`config.mk`:
```
export PLATFORM = sky130hd
export DESIGN_NAME = cal_seq
export DESIGN_NICKNAME = d
export VERILOG_FILES = /design/src/rtl/cal_seq.sv
export SDC_FILE = /design/constraint.sdc
export NUM_CORES = 1
export LEC_CHECK = 0
export ABC_CLOCK_PERIOD_IN_PS = 15000
export CORE_ASPECT_RATIO = 0.75
export CORE_UTILIZATION = 25
export DETAILED_ROUTE_END_ITERATION = 8
export DONT_BUFFER_PORTS = 1
export GPL_TIMING_DRIVEN = 0
export PLACE_DENSITY = 0.47
export SLEW_MARGIN = 20
export SYNTH_ARGS = -nofsm -noshare
export SYNTH_HDL_FRONTEND = slang
export SYNTH_SLANG_ARGS = --single-unit
```
`constraint.sdc`:
```
create_clock -name clk -period 15 [get_ports clk]
set_input_delay 1.5 -clock clk [delete_from_list [all_inputs] [get_ports clk]]
set_output_delay 1.5 -clock clk [all_outputs]
set_load 0.005 [all_outputs]
```
`src/rtl/cal_seq.sv`:
```
module cal_seq #(
  parameter int NCAP = 8,
  parameter int CW   = 7,
  parameter int EW   = 8
) (
  input  logic                clk,
  input  logic                rst_n,
  input  logic                start_i,
  input  logic                advance_i,
  input  logic                cmp_i,
  output logic [CW-1:0]       subdac_o,
  output logic [NCAP-1:0]     bit_sel_o,
  output logic                sample_o,
  output logic [NCAP*EW-1:0]  err_o,
  output logic                done_o,
  output logic                cal_valid_o
);
  localparam int AW = CW + 2;
  localparam int IW = (NCAP > 1) ? $clog2(NCAP) : 1;
  localparam int TW = (CW > 1) ? $clog2(CW) : 1;
  localparam logic [CW-1:0] MID = CW'(1) << (CW - 1);
  localparam logic [AW-1:0] MID_W = {2'b00, MID};
  localparam logic signed [AW-1:0] ONE = 1;

  typedef enum logic [1:0] {IDLE, SAMP, CONV} state_t;

  state_t                   state;
  logic [IW-1:0]            idx;
  logic [TW-1:0]            trial;
  logic [CW-1:0]            code;
  logic signed [AW-1:0]     acc;
  logic [NCAP*EW-1:0]       err_q;
  logic                     done_q, valid_q;

  logic [CW-1:0]            trial_mask, resolved;
  logic                     last_trial, store;
  logic signed [AW-1:0]     offset, diff, diff_adj, half;

  assign trial_mask = CW'(1) << trial;
  assign resolved   = cmp_i ? code : (code & ~trial_mask);
  assign last_trial = (trial == '0);
  assign store      = (state == CONV) && advance_i && last_trial;

  assign offset   = $signed({2'b00, resolved}) - $signed(MID_W);
  assign diff     = offset - acc;
  assign diff_adj = !diff[0] ? diff : (diff[AW-1] ? diff - ONE : diff + ONE);
  assign half     = diff_adj >>> 1;

  always_ff @(posedge clk or negedge rst_n) begin
    if (!rst_n) begin
      state   <= IDLE;
      idx     <= '0;
      trial   <= '0;
      code    <= MID;
      acc     <= '0;
      err_q   <= '0;
      done_q  <= 1'b0;
      valid_q <= 1'b0;
    end else begin
      done_q <= 1'b0;
      case (state)
        IDLE: if (start_i) begin
          state   <= SAMP;
          idx     <= IW'(NCAP - 1);
          code    <= MID;
          acc     <= '0;
          err_q   <= '0;
          valid_q <= 1'b0;
        end
        SAMP: begin
          code <= MID;
          if (advance_i) begin
            state <= CONV;
            trial <= TW'(CW - 1);
          end
        end
        CONV: if (advance_i) begin
          if (!last_trial) begin
            code  <= resolved | (trial_mask >> 1);
            trial <= trial - TW'(1);
          end else begin
            code <= MID;
            acc  <= acc + half;
            err_q[idx*EW +: EW] <= half[EW-1:0];
            if (idx == '0) begin
              state   <= IDLE;
              done_q  <= 1'b1;
              valid_q <= 1'b1;
            end else begin
              idx   <= idx - IW'(1);
              state <= SAMP;
            end
          end
        end
        default: state <= IDLE;
      endcase
    end
  end

  assign subdac_o    = code;
  assign bit_sel_o   = (state == IDLE) ? '0 : (NCAP'(1) << idx);
  assign sample_o    = (state == SAMP);
  assign err_o       = err_q;
  assign done_o      = done_q;
  assign cal_valid_o = valid_q;

  assert_sel_onehot_R4: assert property (@(posedge clk) disable iff (!rst_n)
    $onehot0(bit_sel_o));

  assert_sample_mid_R3: assert property (@(posedge clk) disable iff (!rst_n)
    sample_o |-> (subdac_o == MID));

  assert_start_enters_R2: assert property (@(posedge clk) disable iff (!rst_n)
    (state == IDLE && start_i) |=> (sample_o && bit_sel_o[NCAP-1] && !cal_valid_o && err_o == '0));

  assert_done_valid_R7: assert property (@(posedge clk) disable iff (!rst_n)
    done_o |-> (cal_valid_o && bit_sel_o == '0));

  assert_done_pulse_R7: assert property (@(posedge clk) disable iff (!rst_n)
    done_o |=> !done_o);

  assert_busy_start_ignored_R8: assert property (@(posedge clk) disable iff (!rst_n)
    (state == SAMP && start_i) |=> (bit_sel_o == $past(bit_sel_o)));

  assert_idle_advance_ignored_R8: assert property (@(posedge clk) disable iff (!rst_n)
    (state == IDLE && !start_i) |=> (!sample_o && bit_sel_o == '0 && $stable(err_o)));

  assert_store_moves_on_R4: assert property (@(posedge clk) disable iff (!rst_n)
    (store && idx != '0) |=> (sample_o && bit_sel_o == ($past(bit_sel_o) >> 1)));
endmodule

```
==> flow_summary_export.csv <==
group,metric,value,unit
run_status,status,"complete, no violations",
worst_setup_path,reg2regPathDepth,29,
placed_design,place_congestion,0.8829,
sta,maxSlewViolCount,0,
run,drv_cap,0,
min_path,hold_start,"err_o[62]",
global_routing,antenna_found_initial,1,
global_routing,grt_max_degree,91,
synth,synth-seq-cells,90,
sta,setup_tns,0,ps
sta,finalSetupViolations,0,
clock_network,ctsHoldBuffers,0,
worst_setup_path,cpPeakStageDelay,620,ps
min_path,min_to,"err_o[62]",
die,die_y,125.8,um
cells_and_area,num_antenna_cells,0,
clock_network,clockBufferDepth,2,
worst_setup_path,path_class,"in -> reg",
synth,netlist_area,5110,um^2
synth,synth_common_cells,"89 x dfrtp_1, 79 x nand2_1, 41 x a22o_1, 33 x o21ai_0, 32 x ha_1",
die,core_area,19710,um^2
sta,period_share,0.4477,
clock_network,clkTransAtPathRegs,70,ps
cells_and_area,fin_cells,790,
die,die-area,21020,um^2
routing,routed_via_density,5.052,
die,placementRows,44,
clock_network,cts_resized,0,
die,start_util,0.2593,
sta,timing.slew.headroom,0.3586,
worst_setup_path,worstSetupStartpointType,"input port",
synth,ys_types,63,
cells_and_area,fin_nets,572,
cells_and_area,final_layout_size_suffix_gt1_frac,0.08566,
synth,synthTopCellsByArea,"dfrtp_1 44%, ha_1 7.8%, a22o_1 7.0%",
sta,timing.final.ws_setup,8285,ps
synth,syn_inst,522,
routing,drt-total-wl,14790,um
synth,yosys.cell_count.top_type,"dfrtp_1",
worst_setup_path,r2r_start,"trial[0]",
global_routing,grt_pass1_vias,3864,
sta,fmax,148.9,MHz
synth,synth_fp_nets,561,
clock_network,clock_latency,350,ps
synth,yosys_warnings,0,
synth,synth_top_area_share,0.4358,
synth,syn_avg_cell_area,9.789,um^2
placed_design,dp.cells,775,
global_routing,grt_pass1_wl,23070,um
clock_network,h-tree-depth,3,
placed_design,portBuffers,0,
worst_setup_path,cpMaxStageDelayCell,"a21oi_2",
routing,drtIter0Drc,365,
global_routing,track_usage,0.1437,
worst_setup_path,arrival,6950,ps
cells_and_area,utilization,0.2924,
routing,vias,3991,
cells_and_area,area_delta_synth_final,12.78,%
cells_and_area,seqCellArea,2253,um^2
cells_and_area,multi_input_area,2674,um^2
clock_network,cts_tree,"done",
routing,routedWlPerCell,18.72,um
clock_network,cts_made_buffers,9,
clock_network,post-cts-setup-buffer-count,0,
min_path,hold_depth,2,
placed_design,dpl_worst_slack,7910,ps
sta,hold_violations,0,
synth,ys_seq_area_frac,0.4410,
die,die_w,167.1,um
clock_network,root_buffer,"clkbuf_16",
synth,synthFlopType,"dfrtp_1",
worst_setup_path,required,15230,ps
sta,tightestPinTransition,957.4,ps
synth,synth_edf_count,0,
routing,drc,0,
worst_setup_path,cp-end-kind,"flip-flop",
clock_network,clock_sinks,90,
synth,async_reset_ff_frac,1.000,
synth,yosysTopAreaCell,"dfrtp_1",
worst_setup_path,cp_max_fo,9,
placed_design,detailed_place_hpwl,10860,um
worst_setup_path,reg2reg_slack,8300,ps
sta,fin_skew,7.925,ps
routing,antenna_left,0,
global_routing,overflow,0,
min_path,hold_class,"reg -> reg",
cells_and_area,nFillCells,2060,
routing,first_pass_iters,7,
die,ios,87,
worst_setup_path,rr_endpoint,"acc[8]",
sta,fin_crit,6715,ps
sta,rsz0062_at_grt,"false",
==> area by class of cell <==
type,instances,share of cell area
sequential,90,0.3910
buffer,13,0.01281
inverter,32,0.02084
multi-input combinational,387,0.4640
tap,253,0.05493
clock inverter,5,0.01498
clock buffer,10,0.04147
==> how the worst max path moves through the flow <==
stage	to	from	cells after the start	slack, ps
after CTS	acc[8]	cmp_i	24	8250
after floorplan	acc[8]	cmp_i	23	9080
after global routing	acc[8]	trial[0]	29	7700
after global placement	acc[8]	cmp_i	23	7950
after detailed placement	acc[8]	cmp_i	22	7910
final	acc[8]	cmp_i	25	8280
==> layout by cell type (no fill, tap or decap), types with 5 or more instances in the layout <==
| cell | Yosys | routed |
|---|---|---|
| nor2_1 | 28 | 28 |
| nor2b_1 | 5 | 5 |
| ha_1 | 32 | 32 |
| o21ai_1 | 15 | 14 |
| clkbuf_16 | 0 | 9 |
| o21a_1 | 5 | 5 |
| xor2_1 | 6 | 6 |
| a21oi_1 | 25 | 25 |
| xnor2_1 | 10 | 9 |
| nand3_1 | 8 | 8 |
| clkbuf_1 | 7 | 7 |
| nor4_1 | 5 | 5 |
| o21ai_0 | 33 | 33 |
| dfrtp_1 | 89 | 89 |
| a22o_1 | 41 | 41 |
| a21boi_0 | 6 | 6 |
| nand2_1 | 79 | 79 |
| nor3_1 | 15 | 15 |
| inv_1 | 30 | 30 |
==> state kept, by name, summed over array words and instances, names as in the netlist <==
register	cells
cal_valid_o	1
idx	3
state	2
subdac_o	7
done_o	1
acc	9
err_o	64
trial	3
==> through the flow <==
stage	hold WS [ps]	area, um^2
3_3_place_gp	515.7	5426
3_5_place_dp	515.0	5438
6_report	531.9	5763
5_1_grt	548.9	5763
2_1_floorplan	471.2	5110
4_1_cts	535.9	5763
==> cells by family after synthesis <==
group / count (synthesis) / share of synthesized area
buffers and inverters: 45 / 0.03795
AND/OR/NAND/NOR: 170 / 0.1574
adder cells (fa/ha/maj): 34 / 0.08619
AO/OA/AOI/OAI: 159 / 0.2236
flip-flops: 90 / 0.4410
XOR/XNOR: 20 / 0.04359
multiplexers: 4 / 0.01028
==> routing by layer <==
layer,vias to the layer above,part of all wire,track usage,routed length [um]
li1,1905,-,-,-
met1,1949,0.51,0.2124,7591
met2,125,0.40,0.1981,5932
met3,12,0.077,0.05028,1140
met4,0,0.0082,0.02996,121
met5,-,0,0,0
==> critical path: cells and delay by family <==
family                   cells  cell delay (ps)
AO/OA/AOI/OAI               11             2550
multiplexers                 1              160
XOR/XNOR                     2              330
buffers and inverters        2              240
AND/OR/NAND/NOR              5              820
adder cells (fa/ha/maj)      4             1320
Power is left out: the tool's default activity adds up to more than one toggle a clock period on the data nets, which glitch-free logic cannot reach.
